**src/rtl/jtag_tdp_pkg.sv**
```systemverilog
`timescale 1ns/1ps
package jtag_tdp_pkg;

   typedef enum logic [3:0] {
      ST_RESET,   ST_IDLE,
      ST_SEL_DR,  ST_CAP_DR,  ST_SHF_DR,  ST_EX1_DR,
      ST_PAU_DR,  ST_EX2_DR,  ST_UPD_DR,
      ST_SEL_IR,  ST_CAP_IR,  ST_SHF_IR,  ST_EX1_IR,
      ST_PAU_IR,  ST_EX2_IR,  ST_UPD_IR
   } tap_state_e;

   localparam int unsigned ID_W = 32;

   function automatic tap_state_e tap_next(tap_state_e s, logic m);
      tap_state_e n;
      case (s)
         ST_RESET:  n = m ? ST_RESET  : ST_IDLE;
         ST_IDLE:   n = m ? ST_SEL_DR : ST_IDLE;
         ST_SEL_DR: n = m ? ST_SEL_IR : ST_CAP_DR;
         ST_CAP_DR: n = m ? ST_EX1_DR : ST_SHF_DR;
         ST_SHF_DR: n = m ? ST_EX1_DR : ST_SHF_DR;
         ST_EX1_DR: n = m ? ST_UPD_DR : ST_PAU_DR;
         ST_PAU_DR: n = m ? ST_EX2_DR : ST_PAU_DR;
         ST_EX2_DR: n = m ? ST_UPD_DR : ST_SHF_DR;
         ST_UPD_DR: n = m ? ST_SEL_DR : ST_IDLE;
         ST_SEL_IR: n = m ? ST_RESET  : ST_CAP_IR;
         ST_CAP_IR: n = m ? ST_EX1_IR : ST_SHF_IR;
         ST_SHF_IR: n = m ? ST_EX1_IR : ST_SHF_IR;
         ST_EX1_IR: n = m ? ST_UPD_IR : ST_PAU_IR;
         ST_PAU_IR: n = m ? ST_EX2_IR : ST_PAU_IR;
         ST_EX2_IR: n = m ? ST_UPD_IR : ST_SHF_IR;
         ST_UPD_IR: n = m ? ST_SEL_DR : ST_IDLE;
         default:   n = ST_RESET;
      endcase
      return n;
   endfunction

endpackage

```
**src/rtl/jtag_tap_fsm.sv**
```systemverilog
`timescale 1ns/1ps
module jtag_tap_fsm
   import jtag_tdp_pkg::*;
(
   input  logic       tck,
   input  logic       trst_n,
   input  logic       tms,
   output tap_state_e state
);

   tap_state_e st_q;

   always_ff @(posedge tck or negedge trst_n) begin
      if (!trst_n) st_q <= ST_RESET;
      else         st_q <= tap_next(st_q, tms);
   end

   assign state = st_q;

   AST_TMS_FIVE: assert property (@(posedge tck) disable iff (!trst_n)
      (tms && $past(tms, 1) && $past(tms, 2) && $past(tms, 3) && $past(tms, 4))
         |=> (st_q == ST_RESET));

endmodule

```
**src/rtl/jtag_instr_reg.sv**
```systemverilog
`timescale 1ns/1ps
module jtag_instr_reg
   import jtag_tdp_pkg::*;
#(
   parameter int unsigned            IR_W       = 4,
   parameter logic [IR_W-1:0]        RESET_CODE = '1
) (
   input  logic            tck,
   input  logic            trst_n,
   input  logic            tdi,
   input  tap_state_e      state,
   output logic [IR_W-1:0] ir_q,
   output logic            ir_so
);

   localparam logic [IR_W-1:0] CAP_PAT = {{(IR_W-1){1'b0}}, 1'b1};

   logic [IR_W-1:0] sh_q;
   logic [IR_W-1:0] act_q;

   if (IR_W < 2) begin : g_bad_width
      $error("instruction register needs at least two bits");
   end

   always_ff @(posedge tck or negedge trst_n) begin
      if (!trst_n)                  sh_q <= '0;
      else if (state == ST_CAP_IR)  sh_q <= CAP_PAT;
      else if (state == ST_SHF_IR)  sh_q <= {tdi, sh_q[IR_W-1:1]};
   end

   always_ff @(negedge tck or negedge trst_n) begin
      if (!trst_n)                  act_q <= RESET_CODE;
      else if (state == ST_RESET)   act_q <= RESET_CODE;
      else if (state == ST_UPD_IR)  act_q <= sh_q;
   end

   assign ir_q  = act_q;
   assign ir_so = sh_q[0];

   AST_IR_CAPTURE: assert property (@(posedge tck) disable iff (!trst_n)
      (state == ST_CAP_IR) |=> (sh_q[1:0] == 2'b01));

endmodule

```
**src/rtl/jtag_bscan_reg.sv**
```systemverilog
`timescale 1ns/1ps
module jtag_bscan_reg #(
   parameter int unsigned NPINS = 4,
   localparam int unsigned CHAIN_L = 3 * NPINS,
   localparam int unsigned UPD_L   = 2 * NPINS
) (
   input  logic               tck,
   input  logic               trst_n,
   input  logic               tdi,
   input  logic               cap_en,
   input  logic               shf_en,
   input  logic               upd_en,
   input  logic [CHAIN_L-1:0] par_in,
   output logic               so,
   output logic [UPD_L-1:0]   upd_q
);

   logic [CHAIN_L-1:0] sh_q;
   logic [UPD_L-1:0]   hold_q;

   if (NPINS < 1) begin : g_bad_pins
      $error("boundary chain needs at least one pin");
   end

   // capture and shift stage, one flop per cell
   for (genvar c = 0; c < CHAIN_L; c++) begin : g_cell
      logic nxt;
      if (c == CHAIN_L - 1) begin : g_head
         assign nxt = tdi;
      end else begin : g_body
         assign nxt = sh_q[c+1];
      end
      always_ff @(posedge tck or negedge trst_n) begin
         if (!trst_n)     sh_q[c] <= 1'b0;
         else if (cap_en) sh_q[c] <= par_in[c];
         else if (shf_en) sh_q[c] <= nxt;
      end
   end

   // update stage only for cells that drive pins
   always_ff @(negedge tck or negedge trst_n) begin
      if (!trst_n)     hold_q <= '0;
      else if (upd_en) hold_q <= sh_q[CHAIN_L-1:NPINS];
   end

   assign so    = sh_q[0];
   assign upd_q = hold_q;

   AST_BSR_CAPTURE: assert property (@(posedge tck) disable iff (!trst_n)
      cap_en |=> (sh_q == $past(par_in)));

endmodule

```
**src/rtl/jtag_tdp.sv**
```systemverilog
`timescale 1ns/1ps
module jtag_tdp
   import jtag_tdp_pkg::*;
#(
   parameter int unsigned  NPINS      = 4,
   parameter int unsigned  IR_W       = 4,
   parameter bit           HAS_IDCODE = 1'b1,
   parameter logic [31:0]  IDCODE     = 32'h0B37_41C5
) (
   input  logic             tck,
   input  logic             trst_n,
   input  logic             tms,
   input  logic             tdi,
   output logic             tdo,
   output logic             tdo_oe,
   input  logic [NPINS-1:0] core_out,
   input  logic [NPINS-1:0] core_oe,
   input  logic [NPINS-1:0] pin_in,
   output logic [NPINS-1:0] pin_out,
   output logic [NPINS-1:0] pin_oe,
   output logic             core_rst
);

   localparam int unsigned     CHAIN_L   = 3 * NPINS;
   localparam int unsigned     UPD_L     = 2 * NPINS;
   localparam logic [IR_W-1:0] OP_EXTEST = '0;
   localparam logic [IR_W-1:0] OP_SAMPLE = IR_W'(1);
   localparam logic [IR_W-1:0] OP_IDCODE = IR_W'(2);
   localparam logic [IR_W-1:0] OP_BYPASS = '1;
   localparam logic [IR_W-1:0] RST_OP    = HAS_IDCODE ? OP_IDCODE : OP_BYPASS;

   if (HAS_IDCODE && (IDCODE[0] != 1'b1)) begin : g_bad_id
      $error("identification word must have bit 0 set");
   end

   tap_state_e          st;
   logic [IR_W-1:0]     ir;
   logic                ir_so;
   logic                bsr_so, id_so, dr_so;
   logic                byp_q;
   logic [UPD_L-1:0]    upd;
   logic                sel_ext, sel_smp, sel_id, sel_bsr, sel_byp;
   logic                tdo_q, oe_q;

   jtag_tap_fsm u_fsm (
      .tck    (tck),
      .trst_n (trst_n),
      .tms    (tms),
      .state  (st)
   );

   jtag_instr_reg #(.IR_W(IR_W), .RESET_CODE(RST_OP)) u_ir (
      .tck    (tck),
      .trst_n (trst_n),
      .tdi    (tdi),
      .state  (st),
      .ir_q   (ir),
      .ir_so  (ir_so)
   );

   // instruction decode; unknown codes fall through to bypass
   assign sel_ext = (ir == OP_EXTEST);
   assign sel_smp = (ir == OP_SAMPLE);
   assign sel_id  = HAS_IDCODE && (ir == OP_IDCODE);
   assign sel_bsr = sel_ext || sel_smp;
   assign sel_byp = !sel_bsr && !sel_id;

   jtag_bscan_reg #(.NPINS(NPINS)) u_bsr (
      .tck    (tck),
      .trst_n (trst_n),
      .tdi    (tdi),
      .cap_en (sel_bsr && (st == ST_CAP_DR)),
      .shf_en (sel_bsr && (st == ST_SHF_DR)),
      .upd_en (sel_bsr && (st == ST_UPD_DR)),
      .par_in ({core_oe, core_out, pin_in}),
      .so     (bsr_so),
      .upd_q  (upd)
   );

   if (HAS_IDCODE) begin : g_id
      logic [ID_W-1:0] id_sh;
      always_ff @(posedge tck or negedge trst_n) begin
         if (!trst_n)                          id_sh <= '0;
         else if (sel_id && st == ST_CAP_DR)   id_sh <= IDCODE;
         else if (sel_id && st == ST_SHF_DR)   id_sh <= {tdi, id_sh[ID_W-1:1]};
      end
      assign id_so = id_sh[0];
   end else begin : g_no_id
      assign id_so = 1'b0;
   end

   // single-cell bypass stage
   always_ff @(posedge tck or negedge trst_n) begin
      if (!trst_n)                         byp_q <= 1'b0;
      else if (sel_byp && st == ST_CAP_DR) byp_q <= 1'b0;
      else if (sel_byp && st == ST_SHF_DR) byp_q <= tdi;
   end

   assign dr_so = sel_bsr ? bsr_so : (sel_id ? id_so : byp_q);

   // serial output retimed to the falling edge
   always_ff @(negedge tck or negedge trst_n) begin
      if (!trst_n) begin
         tdo_q <= 1'b0;
         oe_q  <= 1'b0;
      end else begin
         oe_q  <= (st == ST_SHF_DR) || (st == ST_SHF_IR);
         tdo_q <= (st == ST_SHF_IR) ? ir_so :
                  (st == ST_SHF_DR) ? dr_so : 1'b0;
      end
   end

   assign tdo    = tdo_q;
   assign tdo_oe = oe_q;

   for (genvar p = 0; p < NPINS; p++) begin : g_pin
      assign pin_out[p] = sel_ext ? upd[p]         : core_out[p];
      assign pin_oe[p]  = sel_ext ? upd[NPINS + p] : core_oe[p];
   end

   assign core_rst = sel_ext;

   AST_BYPASS_LOAD: assert property (@(posedge tck) disable iff (!trst_n)
      (sel_byp && st == ST_SHF_DR) |=> (byp_q == $past(tdi)));

   AST_TDO_ENABLE: assert property (@(posedge tck) disable iff (!trst_n)
      tdo_oe == ((st == ST_SHF_DR) || (st == ST_SHF_IR)));

   AST_PINS_ISOLATED: assert property (@(posedge tck) disable iff (!trst_n)
      ((pin_out != core_out) || (pin_oe != core_oe)) |-> core_rst);

endmodule

```
**config.mk**
```make
export PLATFORM = sky130hd
export DESIGN_NAME = jtag_tdp
export DESIGN_NICKNAME = d
export VERILOG_FILES = /design/src/rtl/jtag_tdp_pkg.sv /design/src/rtl/jtag_tap_fsm.sv /design/src/rtl/jtag_instr_reg.sv /design/src/rtl/jtag_bscan_reg.sv /design/src/rtl/jtag_tdp.sv
export SDC_FILE = /design/constraint.sdc
export NUM_CORES = 1
export LEC_CHECK = 0
export CAP_MARGIN = 0
export CORE_UTILIZATION = 30
export DETAILED_ROUTE_END_ITERATION = 16
export DONT_BUFFER_PORTS = 1
export RECOVER_POWER = 100
export SLEW_MARGIN = 20
export SYNTH_ARGS = -nofsm -noshare
export SYNTH_HDL_FRONTEND = slang
export SYNTH_SLANG_ARGS = --single-unit
```
**constraint.sdc**
```tcl
create_clock -name tck -period 3 [get_ports tck]
set_clock_uncertainty 0.15 [all_clocks]
set_input_delay 0.6 -clock tck [delete_from_list [all_inputs] [get_ports tck]]
set_output_delay 0.6 -clock tck [all_outputs]
set_load 0.05 [all_outputs]
```
* Yosys cells after proc, flatten, opt, wreduce, memory -nomap -nowiden
Cells that the tools add are included.
Storage, ports and cells: word-level logic and storage cells 116, input bits 16, output and inout port bits 11, flip-flop bits (word level) 67
Operators by class: eq/ne operators 17, muxes and demuxes 57, reduce and logical (&&, ||, !) cells 22
Operator list (number):
- 2-to-1 mux 32 bit | 2
- one-hot mux 4 bit (12 select lines) | 1
- 2-to-1 mux 1 bit | 41
- equality test 4 bit, second input constant | 8
- 2-to-1 mux 4 bit | 8
- equality test 4 x 3 -> 1 bit, second input constant | 4
- equality test 4 x 2 -> 1 bit, second input constant | 3
- nonzero test 2 bit | 5
- equality test 4 x 1 -> 1 bit, second input constant | 2
- logical AND 1 bit | 8
- logical NOT 4 bit | 2
- 2-to-1 mux 2 bit | 3
- 2-to-1 mux 3 bit | 2
- OR reduction 2 bit | 2
- OR reduction 3 bit | 1
- logical NOT 1 bit | 2
- logical OR 1 bit | 2

* Longest topological paths before layout
depth after elaboration 7, depth in mapped cells 6, gate-level depth less buffers 3

* Modules after synthesis
A second synthesis with hierarchy kept.
Second synthesis, totals: cell total of the unflattened synthesis 250, area total of the unflattened synthesis 3074.2 um^2
By module, submodules not included:
- jtag_tdp | cells an instance 106, seq. area each 875.8 um^2, times used 1, area each 1554.0 um^2
- jtag_bscan_reg | cells an instance 68, seq. area each 500.5 um^2, times used 1, area each 844.6 um^2
- jtag_instr_reg | cells an instance 39, seq. area each 201.4 um^2, times used 1, area each 361.6 um^2
- jtag_tap_fsm | cells an instance 37, seq. area each 100.1 um^2, times used 1, area each 314.1 um^2

==> impl_metrics.yaml <==
setup_path:
  crit_path_end_kind: "output pin"
  start_kind: "register"
  path_cells: "nor4_4 > buf_6 > mux2_4"
  crit_required_ns: 2.25
  cp_slowest_stage_delay_ns: 0.40
  crit_type: "reg -> out"
  crit_fanout: 9
  reg2regPathDepth: 4
  r2r_start: "u_ir.ir_q[1]"
  r2r-end: "g_id.id_sh[21]"
  cp.arrival_ns: 3.13
  r2r_slack_ns: -0.57
  crit_slowest_cell: "mux2_4"
final_layout:
  layout_common_cells: "53 x dfrtp_1, 31 x nand2_1, 28 x mux2_4, 26 x mux2_2, 18 x buf_4"
  syn_to_final_growth_pct: 25.1
  insertedDiodeCount: 0
  drive_above_1_share: 0.389
  final_common_cell: "dfrtp_1"
  post-route-util: 0.392
  finalInstanceArea_mm2: 0.00411
  fin_nets: 330
  fillers: 1031
placed_design:
  port_buffers: 0
  gp_congestion: 0.701
  hpwl_mm: 4.19
  place_area_mm2: 0.00368
  place_ws_ns: -0.588
cts:
  cts_buffer_depth: 2
  cts_tree: "done"
  clock-sinks: 67
  worstSkewPairLatency_ns: 0.37
  cts_root_buf: "clkbuf_8"
  cts_made_buffers: 9
  cts_max_level: 3
  clkTransAtPathRegs_ns: 0.07
floorplanning:
  boundaryPins: 27
  die_x_um: 107
  core-area_mm2: 0.0105
  die-area_mm2: 0.0114
  placementRows: 37
  initial_core_util: 0.314
  die-height_um: 107
sta:
  final.setup.tns_ns: -32.95
  finalHoldViolations: 0
  worst_slew_pin_slew_ns: 1.33
  whs_ns: 0.221
  max_slew_margin: 0.115
  setup_viol: 70
  setup_slack_ns: -0.884
  rsz0062_at_grt: "true"
  slew_violations: 0
detailed_routing:
  ant_nets: 0
  firstDrtPassIters: 4
  m1WireLength_mm: 3.16
  route.met3.wl_um: 289
  drt-initial-drc-count: 114
  wl_per_cell_um: 15.5
  top_layer: "met4"
  wl_met2_mm: 3.53
  drcViolationCount: 0
  wirelength_mm: 7.05
  viasPerCell: 4.93
  vias: 2245
synth:
  syn_area_mm2: 0.00328
  yosys_register_bits: 67
  syn_nets: 301
  synthesis.instances: 285
  yosys_warnings: 0
  yosysSeqAreaShare: 0.511
  synth_cell_types: 46
  syn-mean-instance-area_um2: 11.5
power:
  p_leak_nw: 1.89
  power_density_mw_per_mm2: 1110
  vdd_drop_max_v: 0.000346
status:
  status: "finished with violations"
  failed_checks: "negative setup slack"
grt:
  antenna_found_initial: 0
  globalRouteTotalUtil: 0.131
  grt_pass1_wl_mm: 11.5
  grt_max_degree: 54
  grt_pass1_vias: 2207
  overflow: 0
job:
  max_cap_violations: 0
min_path:
  min_from: "tms"
  min_path_cells: 1
  min_path_type: "in -> reg"
  min_delay_worst_endpoint: "u_fsm.state[2]"
==> area by class of cell <==
type / instances / area (µm²) / share of cell area
Sequential cell: 67 / 1680 / 0.409
Multi-Input combinational cell: 180 / 1590 / 0.388
Timing Repair Buffer: 39 / 398 / 0.0969
Tap cell: 136 / 170 / 0.0415
Clock buffer: 12 / 155 / 0.0378
Inverter: 16 / 60.1 / 0.0146
Clock inverter: 5 / 52.6 / 0.0128
==> Yosys cell counts (all sizes together) <==
library cell / count / share of area
mux2: 55 / 0.20
dfrtp: 53 / 0.40
nand2: 32 / 0.037
inv: 17 / 0.019
dfrtn: 13 / 0.099
mux2i: 13 / 0.040
nor2: 13 / 0.015
buf: 11 / 0.021
clkbuf: 10 / 0.011
nor4: 8 / 0.017
o21ai: 8 / 0.012
a21oi: 6 / 0.011
o21ba: 6 / 0.018
o22ai: 5 / 0.0095
nand3: 3 / 0.0046
nor2b: 3 / 0.0057
or4b: 3 / 0.0092
a211oi: 2 / 0.0046
nand4: 2 / 0.0038
o21a: 2 / 0.0046
or3: 2 / 0.0053
a21o: 1 / 0.0023
a221oi: 1 / 0.0027
a22oi: 1 / 0.0023
a31oi: 1 / 0.0019
and2: 1 / 0.0019
and3: 1 / 0.0019
and3b: 1 / 0.0027
and4bb: 1 / 0.0038
dfstp: 1 / 0.0080
nand2b: 1 / 0.0019
nand3b: 1 / 0.0023
nand4bb: 1 / 0.0034
nor3: 1 / 0.0015
nor3b: 1 / 0.0023
o211ai: 1 / 0.0023
o221ai: 1 / 0.0027
o41ai: 1 / 0.0027
xor2: 1 / 0.0027
==> registers in the layout (all words and copies together), names as in the netlist <==
name              count
u_fsm.state           4
tdo                   1
byp_q                 1
tdo_oe                1
u_ir.ir_q             4
u_bsr.upd_q           8
u_ir.sh_q             4
g_id.id_sh           32
u_bsr.g_cell.nxt     11
u_bsr.so              1
==> per-layer routing <==
metal	vias up	global-route usage
li1	1051	-
met1	1154	0.168
met2	32	0.208
met3	8	0.0438
met4	0	0.0382
met5	-	0
==> critical path: cells and delay by family, from the launching register on <==
family	cells	cell delay, ns
buffers and inverters	1	0.20
DFF	1	0.38
muxes	1	0.40
and+or+nand+nor	1	0.27
==> power by group <==
group	internal (mW)	switching (mW)
clock	0.430	0.350
combinational	1.16	1.13
sequential	1.27	0.220
==> worst max path at each step <==
stage	startpoint	endpoint	slack [ns]	depth (start not counted)
finish	u_ir.ir_q[1]	pin_out[1]	-0.88	3
floorplan	u_ir.ir_q[0]	pin_oe[0]	-1.09	2
detailed placement	u_ir.ir_q[0]	pin_out[3]	-0.59	3
CTS	u_ir.ir_q[1]	pin_out[3]	-0.90	3
global route	u_ir.ir_q[1]	pin_out[3]	-0.97	3
global placement	u_ir.ir_q[0]	pin_out[3]	-0.57	3
==> what timing repair did <==
item	CTS	global route
resized for setup	21	16
setup endpoints to repair	69	69
hold buffers	2	0
pin swaps	1	2
gates cloned	1	0
setup buffers	3	7
endpoints found under the hold margin	53	0
==> cell families (layout without fill, tap and decap cells) <==
kind of cell | after synthesis | count (layout) | share of synthesized area
xor+xnor | 1 | 1 | 0.00267
simple gates | 75 | 75 | 0.119
flops | 67 | 67 | 0.511
buf+inv | 38 | 72 | 0.0519
mux | 68 | 68 | 0.238
compound gates | 36 | 36 | 0.0774
==> per-stage QoR <==
| stage | instances | total power [mW] |
|---|---|---|
| final | 455 | 4.56 |
| after global routing | 455 | 4.88 |
| after CTS | 448 | 4.50 |
| after detailed placement | 426 | 3.55 |
| after global placement | 426 | 3.50 |
| after floorplan | 285 | 3.07 |
Note: power is estimated with default switching activity, not from simulation.
